<file path="src/rtl/gpio_strap_pkg.sv">
`timescale 1ns/1ps
package gpio_strap_pkg;
  // Register word indexes (byte offset / 4)
  localparam int REG_IN   = 0;
  localparam int REG_OUT  = 1;
  localparam int REG_OE   = 2;
  localparam int REG_IEN  = 3;
  localparam int REG_POL  = 4;
  localparam int REG_STAT = 5;
endpackage

</file>
<file path="src/rtl/gpio_sync.sv">
`timescale 1ns/1ps
module gpio_sync #(
  parameter int WIDTH  = 16,
  parameter int STAGES = 2
) (
  input  logic             clk,
  input  logic [WIDTH-1:0] pin_async,
  output logic [WIDTH-1:0] pin_sync
);
  // Not reset: the chain must keep running during reset for strap capture.
  logic [WIDTH-1:0] chain [STAGES];

  always_ff @(posedge clk) chain[0] <= pin_async;

  for (genvar k = 1; k < STAGES; k++) begin : g_stage
    always_ff @(posedge clk) chain[k] <= chain[k-1];
  end

  assign pin_sync = chain[STAGES-1];
endmodule

</file>
<file path="src/rtl/gpio_strap.sv">
`timescale 1ns/1ps
module gpio_strap #(
  parameter int WIDTH = 16
) (
  input  logic             clk,
  input  logic             rst_n,
  input  logic [WIDTH-1:0] pin_sync,
  input  logic             any_access,
  output logic [WIDTH-1:0] strap,
  output logic             pending
);
  always_ff @(posedge clk) begin
    if (!rst_n) begin
      strap   <= pin_sync;
      pending <= 1'b1;
    end else if (any_access) begin
      pending <= 1'b0;
    end
  end

  // straps frozen once reset is released
  a_r3_strap_held: assert property (@(posedge clk) disable iff (!rst_n)
    $past(rst_n) |-> $stable(strap));

  // pending flag only drops because of a bus access
  a_r5_pending_drop_cause: assert property (@(posedge clk) disable iff (!rst_n)
    $fell(pending) |-> $past(any_access));

  // nothing but reset re-arms the strap read
  a_r5_pending_no_rearm: assert property (@(posedge clk) disable iff (!rst_n)
    !$rose(pending));

  // an access while pending always cancels it
  a_r5_access_cancels: assert property (@(posedge clk) disable iff (!rst_n)
    (pending && any_access) |=> !pending);
endmodule

</file>
<file path="src/rtl/gpio_irq.sv">
`timescale 1ns/1ps
module gpio_irq #(
  parameter int WIDTH  = 16,
  parameter int IRQ_LO = 8
) (
  input  logic                    clk,
  input  logic                    rst_n,
  input  logic [WIDTH-IRQ_LO-1:0] line_sync,
  input  logic                    ien_we,
  input  logic                    pol_we,
  input  logic                    stat_we,
  input  logic [WIDTH-IRQ_LO-1:0] wdata,
  output logic [WIDTH-IRQ_LO-1:0] ien,
  output logic [WIDTH-IRQ_LO-1:0] pol,
  output logic [WIDTH-IRQ_LO-1:0] status,
  output logic [WIDTH-IRQ_LO-1:0] hit,
  output logic                    irq
);
  localparam int NIRQ = WIDTH - IRQ_LO;

  // Edge that matches polarity: rising where pol=1, falling where pol=0
  function automatic logic [NIRQ-1:0] edge_match(input logic [NIRQ-1:0] cur,
                                                  input logic [NIRQ-1:0] prev,
                                                  input logic [NIRQ-1:0] p);
    return (cur & ~prev & p) | (~cur & prev & ~p);
  endfunction

  logic [NIRQ-1:0] line_prev;
  logic [NIRQ-1:0] clr_mask;

  // Tracks during reset too, so release creates no false edge
  always_ff @(posedge clk) line_prev <= line_sync;

  assign hit      = edge_match(line_sync, line_prev, pol);
  assign clr_mask = stat_we ? wdata : '0;

  always_ff @(posedge clk) begin
    if (!rst_n) begin
      ien    <= '0;
      pol    <= '0;
      status <= '0;
    end else begin
      if (ien_we) ien <= wdata;
      if (pol_we) pol <= wdata;
      status <= (status & ~clr_mask) | hit;
    end
  end

  assign irq = |(status & ien);

  // a detected edge always leaves its status bit set
  a_r7_hit_sets: assert property (@(posedge clk) disable iff (!rst_n)
    (|hit) |=> ((status & $past(hit)) == $past(hit)));

  // a status bit never appears without a detected edge
  a_r7_no_spurious: assert property (@(posedge clk) disable iff (!rst_n)
    $past(rst_n) |-> ((status & ~$past(status) & ~$past(hit)) == '0));

  // write-one-to-clear removes bits that saw no edge
  a_r9_w1c: assert property (@(posedge clk) disable iff (!rst_n)
    (stat_we && ((wdata & ~hit) != '0)) |=> ((status & $past(wdata & ~hit)) == '0));
endmodule

</file>
<file path="src/rtl/gpio_strap_port.sv">
`timescale 1ns/1ps
module gpio_strap_port
  import gpio_strap_pkg::*;
#(
  parameter int WIDTH       = 16,
  parameter int IRQ_LO      = 8,
  parameter int SYNC_STAGES = 2,
  parameter int ADDR_W      = 5
) (
  input  logic              clk,
  input  logic              rst_n,
  input  logic [WIDTH-1:0]  gpio_in,
  output logic [WIDTH-1:0]  gpio_out,
  output logic [WIDTH-1:0]  gpio_oe,
  output logic              gpio_irq,
  input  logic              bus_valid,
  input  logic              bus_write,
  input  logic [ADDR_W-1:0] bus_addr,
  input  logic [WIDTH-1:0]  bus_wdata,
  output logic [WIDTH-1:0]  bus_rdata
);
  localparam int NIRQ  = WIDTH - IRQ_LO;
  localparam int IDX_W = ADDR_W - 2;

  function automatic logic hits(input logic [IDX_W-1:0] idx, input int reg_id);
    return int'(idx) == reg_id;
  endfunction

  function automatic logic [WIDTH-1:0] place_hi(input logic [NIRQ-1:0] v);
    return {v, {IRQ_LO{1'b0}}};
  endfunction

  logic [IDX_W-1:0] idx;
  logic             rd_evt, wr_evt;
  logic             unused_lsb;
  logic [WIDTH-1:0] pin_s, strap, rd_mux;
  logic             pending;
  logic [NIRQ-1:0]  ien, pol, status, hit;

  assign idx        = bus_addr[ADDR_W-1:2];
  assign unused_lsb = ^bus_addr[1:0];
  assign rd_evt     = bus_valid & ~bus_write;
  assign wr_evt     = bus_valid & bus_write;

  gpio_sync #(.WIDTH(WIDTH), .STAGES(SYNC_STAGES)) u_sync (
    .clk(clk), .pin_async(gpio_in), .pin_sync(pin_s));

  gpio_strap #(.WIDTH(WIDTH)) u_strap (
    .clk(clk), .rst_n(rst_n), .pin_sync(pin_s), .any_access(bus_valid),
    .strap(strap), .pending(pending));

  gpio_irq #(.WIDTH(WIDTH), .IRQ_LO(IRQ_LO)) u_irq (
    .clk(clk), .rst_n(rst_n), .line_sync(pin_s[WIDTH-1:IRQ_LO]),
    .ien_we(wr_evt && hits(idx, REG_IEN)),
    .pol_we(wr_evt && hits(idx, REG_POL)),
    .stat_we(wr_evt && hits(idx, REG_STAT)),
    .wdata(bus_wdata[WIDTH-1:IRQ_LO]),
    .ien(ien), .pol(pol), .status(status), .hit(hit), .irq(gpio_irq));

  always_ff @(posedge clk) begin
    if (!rst_n) begin
      gpio_out <= '0;
      gpio_oe  <= '0;
    end else begin
      if (wr_evt && hits(idx, REG_OUT)) gpio_out <= bus_wdata;
      if (wr_evt && hits(idx, REG_OE))  gpio_oe  <= bus_wdata;
    end
  end

  always_comb begin
    rd_mux = '0;
    if      (hits(idx, REG_IN))   rd_mux = pending ? strap : pin_s;
    else if (hits(idx, REG_OUT))  rd_mux = gpio_out;
    else if (hits(idx, REG_OE))   rd_mux = gpio_oe;
    else if (hits(idx, REG_IEN))  rd_mux = place_hi(ien);
    else if (hits(idx, REG_POL))  rd_mux = place_hi(pol);
    else if (hits(idx, REG_STAT)) rd_mux = place_hi(status);
  end

  always_ff @(posedge clk) begin
    if (!rst_n)      bus_rdata <= '0;
    else if (rd_evt) bus_rdata <= rd_mux;
  end

  // pending input read returns the captured straps
  a_r4_strap_first_read: assert property (@(posedge clk) disable iff (!rst_n)
    (rd_evt && hits(idx, REG_IN) && pending) |=> (bus_rdata == $past(strap)));

  // read data holds when no read was issued
  a_r10_rdata_hold: assert property (@(posedge clk) disable iff (!rst_n)
    ($past(rst_n) && !rd_evt) |=> $stable(bus_rdata));

  // request only with an enabled, set status bit
  a_r8_irq_source: assert property (@(posedge clk) disable iff (!rst_n)
    gpio_irq |-> ((status & ien) != '0));

  // no lines driven in the first cycle after reset release
  a_r1_reset_oe: assert property (@(posedge clk) disable iff (!rst_n)
    !$past(rst_n) |-> (gpio_oe == '0 && gpio_out == '0));
endmodule

</file>
<file path="config.mk">
export PLATFORM = sky130hd
export DESIGN_NAME = gpio_strap_port
export DESIGN_NICKNAME = d
export VERILOG_FILES = /design/src/rtl/gpio_strap_pkg.sv /design/src/rtl/gpio_sync.sv /design/src/rtl/gpio_strap.sv /design/src/rtl/gpio_irq.sv /design/src/rtl/gpio_strap_port.sv
export SDC_FILE = /design/constraint.sdc
export NUM_CORES = 1
export LEC_CHECK = 0
export ABC_AREA = 1
export CAP_MARGIN = 10
export CORE_UTILIZATION = 35
export DETAILED_ROUTE_END_ITERATION = 10
export MAX_ROUTING_LAYER = met4
export PLACE_DENSITY_LB_ADDON = 0.1
export SYNTH_ARGS = -nofsm -noshare
export SYNTH_HDL_FRONTEND = slang
export SYNTH_HIERARCHICAL = 1
export SYNTH_SLANG_ARGS = --single-unit
</file>
<file path="constraint.sdc">
create_clock -name clk -period 2.1 [get_ports clk]
set_input_delay 0.42 -clock clk [delete_from_list [all_inputs] [get_ports clk]]
set_output_delay 0.42 -clock clk [all_outputs]
set_load 0.005 [all_outputs]
</file>
==> metrics.txt <==
status finished, final reports clean; fin nets 764; # IOs 90; worst-path cell chain nand2_1, nand2_1, nor2_1, nand2_1, clkdlybuf4s50_1; hold path cells 0; gr ovfl total 0; hold crit path type flop to flop; crit start category flop; post-route minimum period 1.99 ns; PortBufs 87; post-DP HPWL 9880 um; WHS 0.326 ns; core area 13900 um2; RSZ-0062 raised after global routing no; max_cap viols 0; Starting Density between 30 and 40%; Hold EP u_sync/chain[0][31]; # clock sinks 129; dpl cells 884; hold_buf cts 0; vias after detailed routing 4321; fmax 504 MHz; largest net degree at the start of global routing 31; worst-case reg-to-reg path depth 4; first-pass GRT wire length 22100 um; VDD IR-drop max 0.749 mV; Fin. Hold Viols 0; pwr/cell area ~900 nW/um2; Setup Fix Bufs, Post-CTS 0; crit path kind flop to output pin; clock skew 0.00473 ns; yosys warns 6; H-Tree Level Count 4; Crit. End Element output pin; die area 14900 um2; Inserted Diodes 0; Worst Hold Launch u_sync/chain[0][15]; share of layout cells above drive strength 1 11.8%; Mapped Avg Cell Area 8.09 um2; Worst-path clk slew roughly 0.060 ns; CTS tree done; worst slew pin tran 0.504 ns; Post-Synthesis Cells a little over 600; fin cells 916; fillers 1338; per-cell routed wire length 15.3 um; clock root buffer clkbuf_16; post_cts resized 0; worst skew pair latency 0.43 ns; number of placement rows 43; initial antenna violation count 0; CP peak stage delay ~0.5 ns; post-synth net total roughly 660; WP data arrival around 1.6 ns; Die Height 122 um; DRT antenna net count 0; Slowest cell on crit path clkdlybuf4s50_1; placed instance area 6140 um2; post-route cell area 6730 um2; total track usage a little over a fifth; Die Wd 122 um; Routed Wire Length around 14000 um; power after layout 6050 uW; FF-to-FF Start u_strap/pending; Max transition margin 66.3%; Lkg Pwr around 0.0028 uW; drt drc 0; CP max FO 3; r2r endpoint bus_rdata[1]; GP Congestion 0.885; number of global-route vias before repair 4240; # setup viols final 0; max-slew violations 0; Register Area 2740 um2; vias per cell 4.72; clk buf depth 2; multi-input logic area 1740 um2; Worst EP required 1.68 ns; 1st-iter DRT viols roughly 360; drt pass-1 iters 5; r2r setup slk 0.70 ns; Post-Syn Area 5030 um2; critical path's most frequent cell nand2_1; fin crit share ~95%; CTS Buf Count 17; P&R area growth vs syn 33.6%
==> worst max-delay path: cells and delay by family (launching register included) <==
family / cells / cell delay (ns)
DFF: 1 / 0.39
buffers and inverters: 1 / 0.50
and+or+nand+nor: 4 / 0.25
==> metrics by stage <==
stage,worst slack [ns],util (%),TNS [ns]
final,0.115,48.3,0
after global routing,0.0488,48.3,0
after CTS,0.0977,48.3,0
after detailed placement,-0.0138,44.0,-0.0243
after global placement,0.0116,44.0,0
after floorplan,0.287,-,0
==> power by group <==
group	internal (uW)	total (uW)	switching [uW]
clock	1690	2950	1260
combinational	207	426	220
sequential	2600	2680	72.5
total	4500	6050	1550
==> state kept, by name (all words and copies together), names as in the netlist <==
signal / count
u_irq/line_prev: 8
u_irq/ien: 8
u_strap/strap: 16
u_sync/chain: 32
bus_rdata: 16
gpio_out: 16
u_irq/status: 8
u_strap/pending: 1
gpio_oe: 16
u_irq/pol: 8
==> final cells by class <==
cell class / count / area share (%)
Sequential cell: 129 / 40.8
Clock inverter: 15 / 2.44
Inverter: 80 / 4.47
Multi-Input combinational cell: 373 / 25.9
Timing Repair Buffer: 122 / 16.8
Clock buffer: 17 / 6.33
Tap cell: 180 / 3.35
==> cell usage in the layout (no fill, tap or decap), types with 3 or more instances in the layout <==
master,n
dfxtp_1,113
nand3_1,42
a21oi_2,4
nand2_1,104
a21oi_1,21
inv_1,72
buf_4,35
inv_2,7
clkbuf_16,17
o211ai_1,15
inv_6,8
a41oi_1,8
clkdlybuf4s50_1,86
o21ai_2,3
edfxtp_1,16
nor2_1,100
o21ai_0,48
o21ai_1,13
nand4_1,8
==> worst max path at each step <==
stage | from | to | slack [ns] | cells after the start
finish | u_irq/status[6] | gpio_irq | 0.11 | 5
global placement | bus_addr[2] | gpio_oe[3] | 0.01 | 8
detailed placement | bus_addr[3] | bus_rdata[1] | -0.01 | 7
CTS | u_irq/status[6] | gpio_irq | 0.1 | 5
global route | u_irq/status[6] | gpio_irq | 0.05 | 5
floorplan | bus_addr[4] | u_irq/ien[7] | 0.29 | 8
==> routing by layer <==
layer	GRT usage (%)	routed length [um]
met1	25.2	6370
met2	32.6	6520
met3	5.81	807
met5	-	0
met4	8.87	341
Note: power is estimated with default switching activity, not from simulation.
